--- config.mk ---
export PLATFORM = sky130hd
export DESIGN_NAME = secure_ram_ctrl
export DESIGN_NICKNAME = d
export VERILOG_FILES = /design/src/rtl/secure_ram_pkg.sv /design/src/rtl/secure_ram_decode.sv /design/src/rtl/secure_ram_array.sv /design/src/rtl/secure_ram_resp.sv /design/src/rtl/secure_ram_ctrl.sv
export SDC_FILE = /design/constraint.sdc
export NUM_CORES = 2
export LEC_CHECK = 0
export BUFFER_PORTS_ARGS = -buffer_cell sky130_fd_sc_hd__clkbuf_2
export CAP_MARGIN = 20
export CELL_PAD_IN_SITES_DETAIL_PLACEMENT = 1
export CELL_PAD_IN_SITES_GLOBAL_PLACEMENT = 1
export CORE_MARGIN = 4
export CORE_UTILIZATION = 35
export DETAILED_ROUTE_END_ITERATION = 10
export PLACE_DENSITY = 0.53
export SKIP_CTS_REPAIR_TIMING = 1
export SYNTH_ARGS = -nofsm -noshare
export SYNTH_HDL_FRONTEND = slang
export SYNTH_SLANG_ARGS = --single-unit
--- constraint.sdc ---
create_clock -name clk -period 15.41 [get_ports clk]
set_clock_uncertainty 0.05 [all_clocks]
set_input_delay 3.082 -clock clk [delete_from_list [all_inputs] [get_ports clk]]
set_output_delay 3.082 -clock clk [all_outputs]
set_load 0.01 [all_outputs]
--- src/rtl/secure_ram_pkg.sv ---
// Shared types for the complement-checked RAM controller.
package secure_ram_pkg;

    // Access size encoding carried on req_size.
    typedef enum logic [1:0] {
        SZ_BYTE = 2'd0,
        SZ_HALF = 2'd1,
        SZ_WORD = 2'd2,
        SZ_RSVD = 2'd3
    } acc_size_e;

    localparam int unsigned LANE_W = 8;
    localparam int unsigned LANES  = 4;
    localparam int unsigned DATA_W = LANE_W * LANES;

endpackage

--- src/rtl/secure_ram_decode.sv ---
// Request decoder. It turns a byte address, a size and the mode into a
// physical word index, lane enables and the physical write word. It also
// flags decode errors (reserved half, misalignment) and protected-mode word
// accesses that must be neutralised.
// Assumes a 32-bit word of four byte lanes. The address width covers
// WORDS*4 bytes.
module secure_ram_decode
    import secure_ram_pkg::*;
#(
    parameter int unsigned WORDS  = 128,
    localparam int unsigned ADDR_W = $clog2(WORDS * LANES),
    localparam int unsigned IDX_W  = $clog2(WORDS)
) (
    input  logic              protect,
    input  acc_size_e         size,
    input  logic [ADDR_W-1:0] addr,
    input  logic [DATA_W-1:0] wdata,
    output logic [IDX_W-1:0]  idx,
    output logic [LANES-1:0]  lane_en,
    output logic [DATA_W-1:0] phys_wdata,
    output logic              dec_err,
    output logic              word_null
);

    logic [LANE_W-1:0] byte_in;
    logic [LANE_W-1:0] half_lo;
    logic [LANE_W-1:0] half_hi;

    // Pick the byte or half-word from its bus lane.
    always_comb begin
        byte_in = wdata[{addr[1:0], 3'b000} +: LANE_W];
        half_lo = addr[1] ? wdata[23:16] : wdata[7:0];
        half_hi = addr[1] ? wdata[31:24] : wdata[15:8];
    end

    // Decode the mode, size and address into physical controls.
    always_comb begin
        idx        = '0;
        lane_en    = '0;
        phys_wdata = '0;
        dec_err    = 1'b0;
        word_null  = 1'b0;
        if (!protect) begin
            idx        = addr[ADDR_W-1:2];
            phys_wdata = wdata;
            unique case (size)
                SZ_BYTE: lane_en = 4'b0001 << addr[1:0];
                SZ_HALF: begin
                    if (addr[0]) dec_err = 1'b1;
                    else         lane_en = addr[1] ? 4'b1100 : 4'b0011;
                end
                default: begin
                    if (addr[1:0] != 2'b00) dec_err = 1'b1;
                    else                    lane_en = 4'b1111;
                end
            endcase
        end else begin
            idx = addr[ADDR_W-2:1];
            if (addr[ADDR_W-1]) begin
                dec_err = 1'b1;
            end else begin
                unique case (size)
                    SZ_BYTE: begin
                        lane_en    = addr[0] ? 4'b1100 : 4'b0011;
                        phys_wdata = {2{~byte_in, byte_in}};
                    end
                    SZ_HALF: begin
                        if (addr[0]) begin
                            dec_err = 1'b1;
                        end else begin
                            lane_en    = 4'b1111;
                            phys_wdata = {~half_hi, half_hi, ~half_lo, half_lo};
                        end
                    end
                    default: word_null = 1'b1;
                endcase
            end
        end
    end

endmodule

--- src/rtl/secure_ram_array.sv ---
// Physical storage: WORDS x 32 bits with per-lane write enables and a
// registered read port. Contents are not reset (a RAM macro has no reset).
module secure_ram_array
    import secure_ram_pkg::*;
#(
    parameter int unsigned WORDS = 128,
    localparam int unsigned IDX_W = $clog2(WORDS)
) (
    input  logic              clk,
    input  logic              wr_en,
    input  logic [LANES-1:0]  lane_en,
    input  logic [IDX_W-1:0]  idx,
    input  logic [DATA_W-1:0] wdata,
    output logic [DATA_W-1:0] rdata
);

    logic [DATA_W-1:0] mem [WORDS];

    // Lane-masked write and read-before-write registered fetch.
    always_ff @(posedge clk) begin
        if (wr_en) begin
            for (int l = 0; l < int'(LANES); l++) begin
                if (lane_en[l]) mem[idx][l*LANE_W +: LANE_W] <= wdata[l*LANE_W +: LANE_W];
            end
        end
        rdata <= mem[idx];
    end

endmodule

--- src/rtl/secure_ram_resp.sv ---
// Response former. It extracts the addressed lanes from the fetched word,
// checks the complement pairs in protected mode, and forces the data to zero
// on any error, on writes and on neutralised word reads.
// Assumes the request fields it gets are those registered with the fetch.
module secure_ram_resp
    import secure_ram_pkg::*;
(
    input  logic              protect,
    input  logic              is_rd,
    input  acc_size_e         size,
    input  logic [1:0]        lane,
    input  logic              dec_err,
    input  logic              word_null,
    input  logic [DATA_W-1:0] raw,
    output logic [DATA_W-1:0] rdata,
    output logic              err
);

    logic [DATA_W-1:0] data;
    logic              pair_bad;
    logic [LANE_W-1:0] sel;
    logic [LANE_W-1:0] inv;

    // Lane extraction and complement check for the addressed size.
    always_comb begin
        data     = '0;
        pair_bad = 1'b0;
        sel      = lane[0] ? raw[23:16] : raw[7:0];
        inv      = lane[0] ? raw[31:24] : raw[15:8];
        if (!protect) begin
            unique case (size)
                SZ_BYTE: data = raw & (32'h0000_00FF << {lane, 3'b000});
                SZ_HALF: data = raw & (lane[1] ? 32'hFFFF_0000 : 32'h0000_FFFF);
                default: data = raw;
            endcase
        end else begin
            unique case (size)
                SZ_BYTE: begin
                    pair_bad = (sel != ~inv);
                    data     = DATA_W'(sel) << {lane, 3'b000};
                end
                SZ_HALF: begin
                    pair_bad = (raw[7:0] != ~raw[15:8]) || (raw[23:16] != ~raw[31:24]);
                    data     = DATA_W'({raw[23:16], raw[7:0]}) << {lane[1], 4'b0000};
                end
                default: data = '0;
            endcase
        end
    end

    // Merge the error sources and gate the data.
    always_comb begin
        err   = dec_err || (is_rd && !word_null && pair_bad);
        rdata = (is_rd && !err && !word_null) ? data : '0;
    end

endmodule

--- src/rtl/secure_ram_ctrl.sv ---
// Top of the complement-checked RAM controller. It accepts one request per
// cycle and answers on the next cycle. Protected mode stores each byte with
// its inverse and checks the pair on reads; plain mode passes through.
// Assumes the requester drives at most one request per cycle; a write wins
// if both strobes are high.
module secure_ram_ctrl
    import secure_ram_pkg::*;
#(
    parameter int unsigned WORDS  = 128,
    localparam int unsigned ADDR_W = $clog2(WORDS * LANES),
    localparam int unsigned IDX_W  = $clog2(WORDS)
) (
    input  logic              clk,
    input  logic              rst_n,
    input  logic              protect_en,
    input  logic              req_rd,
    input  logic              req_wr,
    input  logic [ADDR_W-1:0] req_addr,
    input  logic [1:0]        req_size,
    input  logic [DATA_W-1:0] req_wdata,
    output logic              rsp_valid,
    output logic [DATA_W-1:0] rsp_rdata,
    output logic              rsp_err
);

    acc_size_e         size;
    logic [IDX_W-1:0]  idx;
    logic [LANES-1:0]  lane_en;
    logic [DATA_W-1:0] phys_wdata;
    logic [DATA_W-1:0] raw;
    logic              dec_err;
    logic              word_null;
    logic              do_wr;
    logic              do_rd;

    logic              s_vld;
    logic              s_rd;
    logic              s_protect;
    acc_size_e         s_size;
    logic [1:0]        s_lane;
    logic              s_dec_err;
    logic              s_null;

    // Size cast and strobe arbitration.
    always_comb begin
        size  = acc_size_e'(req_size);
        do_rd = req_rd && !req_wr;
        do_wr = req_wr && !dec_err && !word_null;
    end

    secure_ram_decode #(.WORDS(WORDS)) u_decode (
        .protect    (protect_en),
        .size       (size),
        .addr       (req_addr),
        .wdata      (req_wdata),
        .idx        (idx),
        .lane_en    (lane_en),
        .phys_wdata (phys_wdata),
        .dec_err    (dec_err),
        .word_null  (word_null)
    );

    secure_ram_array #(.WORDS(WORDS)) u_array (
        .clk     (clk),
        .wr_en   (do_wr),
        .lane_en (lane_en),
        .idx     (idx),
        .wdata   (phys_wdata),
        .rdata   (raw)
    );

    // Register the request attributes alongside the RAM fetch.
    always_ff @(posedge clk) begin
        if (!rst_n) begin
            s_vld     <= 1'b0;
            s_rd      <= 1'b0;
            s_protect <= 1'b0;
            s_size    <= SZ_BYTE;
            s_lane    <= '0;
            s_dec_err <= 1'b0;
            s_null    <= 1'b0;
        end else begin
            s_vld     <= req_rd || req_wr;
            s_rd      <= do_rd;
            s_protect <= protect_en;
            s_size    <= size;
            s_lane    <= req_addr[1:0];
            s_dec_err <= (req_rd || req_wr) && dec_err;
            s_null    <= word_null;
        end
    end

    logic [DATA_W-1:0] f_rdata;
    logic              f_err;

    secure_ram_resp u_resp (
        .protect   (s_protect),
        .is_rd     (s_rd),
        .size      (s_size),
        .lane      (s_lane),
        .dec_err   (s_dec_err),
        .word_null (s_null),
        .raw       (raw),
        .rdata     (f_rdata),
        .err       (f_err)
    );

    // Drive the response only while a response is due.
    always_comb begin
        rsp_valid = s_vld;
        rsp_err   = s_vld && f_err;
        rsp_rdata = s_vld ? f_rdata : '0;
    end

endmodule

==> impl_metrics.yaml <==
place:
  preCtsSetupSlack_ns: 6.22
  dp_hpwl_mm: 364
  place_area_um2: 171000
  place_inst: 15400
  portBuffers: 81
  routabilityCongestion: 0.868
logic_synthesis:
  synth_top_area_share_pct: 76.0
  synth-compound-area-share_pct: 6.68
  synth_top_family_by_area: "multiplexers"
  synthCells: 9491
  ys_top_cells_by_count: "edfxtp_1, mux2i_1, o22ai_1"
  synth_ff_type: "edfxtp_1"
  seq_area_frac_synth_pct: 76.5
  yosysWarningCount: 0
  synthesis.nets: 9539
  yosysMostFrequentCell: "edfxtp_1"
  async_reset_ff_share_pct: 0
  synth_fa_ha_area_share_pct: 0
  ys_types: 41
  synth.top_cells.by_area: "edfxtp_1, mux2i_1, o22ai_1"
  avgSynthCellArea_um2: 17.0
  synthXorXnorAreaFrac_pct: 0.0920
  syn_area_um2: 162000
  ys_seq_elements: 4137
  yosysTopAreaCell: "edfxtp_1"
  synth_mux_area_share_pct: 12.8
  synthSimpleGateAreaFrac_pct: 2.10
  synth_edf_count: 4096
route:
  wirelength_mm: 559
  avgRoutedWirePerCell_um: 34.3
  firstDrtPassIters: 8
  first_iter_violations: 9946
  remaining_drc_errors: 0
  ant_nets: 0
  via_per_inst: 5.61
  num_vias: 91400
clock_network:
  htreeDepth: 5
  numCtsBuffers: 435
  clk_pin_slew_ns: 0.06
  cts_tree: "done"
  clk_root_buffer_cell: "clkbuf_16"
  clockBufferDepth: 4
  clock_latency_ns: 0.99
  cts.sinks: 4137
global_routing:
  grt_use_total_pct: 23.0
  grt_max_degree: 146
  antenna_found_initial: 77
  grt_pass1_wl_mm: 764
  first_global_vias: 91900
  overflow: 0
sta:
  worst_hold_slack_ns: 0.850
  setup_slack_ns: 7.27
  fin_tns_setup_ns: 0
  slew_viol_final: 0
  hold_viol_final: 0
  fmax_mhz: 123
  slew_headroom_pct: 14.2
  finalCritPeriodShare_pct: 52.8
  fin_crit_ns: 8.14
  tightest_slew_ns: 1.28
  setup_viol: 0
  rsz0062_at_grt: "false"
power_and_ir_drop:
  p_per_area_nw_per_um2: 133
  power_leakage_nw: 57.7
  peakVddDrop_v: 0.000100
  p_total_mw: 24.6
worst_setup_path:
  r2r.worst_path.cells: 5
  crit_path_start_kind: "input port"
  worstSetupEndpoint: "u_array.rdata[4]"
  rr_startpoint: "u_array.mem[15][14]"
  arrival_ns: 8.94
  worst_setup_path_end_kind: "flip-flop"
  setup.worst_path.start: "protect_en"
  cp_common_cell: "buf_4"
  max_stage_delay_ns: 0.82
  critPathKind: "in2reg"
  path_cells: "buf_4 -> buf_4 -> mux2_2 -> nand2b_4 -> buf_12 -> buf_4 -> buf_4 -> o22ai_1 -> o21ai_0 -> a41oi_1 -> or4_1"
  cpMaxStageDelayCell: "buf_4"
  critPathMaxFanout: 115
  r2r_slack_ns: 12.75
  r2r_end: "u_array.rdata[14]"
  crit_required_ns: 16.21
worst_hold_path:
  hp-class: "reg2reg"
finish:
  drive_gt1_share_pct: 10.8
  syn_to_final_growth_pct: 14.4
  fin_util_pct: 40.2
  n_fill_cell: 44700
  fin_nets: 9759
  final_cell_area_um2: 185000
  fin_cells: 16300
die:
  core_um2: 460000
  initial_utilization_pct: 35.2
  dieHeight_um: 688
  die_w_um: 688
  fp.dieArea_um2: 473000
  fp-row-count: 249
  ios: 82
outcome:
  status: "complete, no violations"
flow_run:
  drv_cap: 0
==> cells in the final DEF, fill, tap and decap left out, drive strengths merged, types with 2 or more instances in the layout <==
cell type,netlist,layout
clkinv,0,160
nand2b,3,3
nand2,146,146
buf,342,315
a21oi,35,35
o22a,2,2
nor2b,14,14
nor3,11,11
inv,45,58
clkinvlp,0,15
nor2,597,597
and2,6,6
bufinv,0,43
o21a,3,3
or2,3,3
a41oi,128,128
or4,32,32
xnor2,17,17
o21ai,521,521
a31oi,3,3
dfxtp,41,41
a22oi,24,24
o22ai,1058,1058
edfxtp,4096,4096
diode,0,60
mux4,2,2
mux2i,2058,2058
nor3b,11,11
nor4,4,4
clkbuf,271,649
mux2,8,8
nand3b,2,2
==> worst min-delay path by stage <==
stage,from,to,cells past startpoint
final,u_array.mem[32][1],u_array.rdata[1],5
after global routing,u_array.mem[24][18],u_array.rdata[18],5
after CTS,u_array.mem[32][1],u_array.rdata[1],5
after detailed placement,u_array.mem[32][1],u_array.rdata[1],5
after global placement,u_array.mem[33][7],u_array.rdata[7],5
after floorplan,u_array.mem[65][30],u_array.rdata[30],5
==> worst max-delay path, delay by kind of cell <==
family	cells	cell delay (ns)
compound gates	3	0.88
buf+inv	5	3.16
mux	1	0.38
simple gates	2	1.19
==> power by group <==
| part | switching [mW] | total, mW | internal [mW] | leakage [nW] |
|---|---|---|---|---|
| combinational | 1.14 | 1.60 | 0.463 | 18.1 |
| sequential | 0.109 | 12.5 | 12.4 | 32.7 |
| clock | 4.42 | 10.5 | 6.03 | 6.83 |
==> cell families after synthesis <==
logic type,Yosys count
and+or+nand+nor,833
buffers and inverters,658
muxes,2068
xor gates and xnor gates,17
AOI/OAI and AO/OA,1778
DFF,4137
==> flip-flops by register name, indices dropped and copies added, names as in the netlist <==
| signal | cells |
|---|---|
| rsp_valid | 1 |
| s_dec_err | 1 |
| s_null | 1 |
| u_array.mem | 4096 |
| s_lane | 2 |
| s_protect | 1 |
| s_size | 2 |
| u_array.rdata | 32 |
| s_rd | 1 |
==> layer usage <==
metal / share of wire, % / GRT usage [%] / wire (um) / up-vias
met4: 4.5 / 9.08 / 25300 / 22
met2: 46 / 36.2 / 257000 / 3299
met3: 6.8 / 4.29 / 38200 / 825
met1: 43 / 31.6 / 238000 / 48800
met5: 0.16 / 0 / 878 / -
li1: - / - / - / 38500
==> cell type report <==
cell class	count	area, um2	share of cell area [%]
well taps	6149	7690	4.16
flip-flops and latches	4137	124000	66.9
multi-input cells	4696	35800	19.3
diodes	60	150	0.0811
clock buffers	568	11600	6.29
inverters	45	169	0.0912
clock inverters	231	2370	1.28
repair buffers	396	3520	1.90
(Power assumes the default switching activity.)
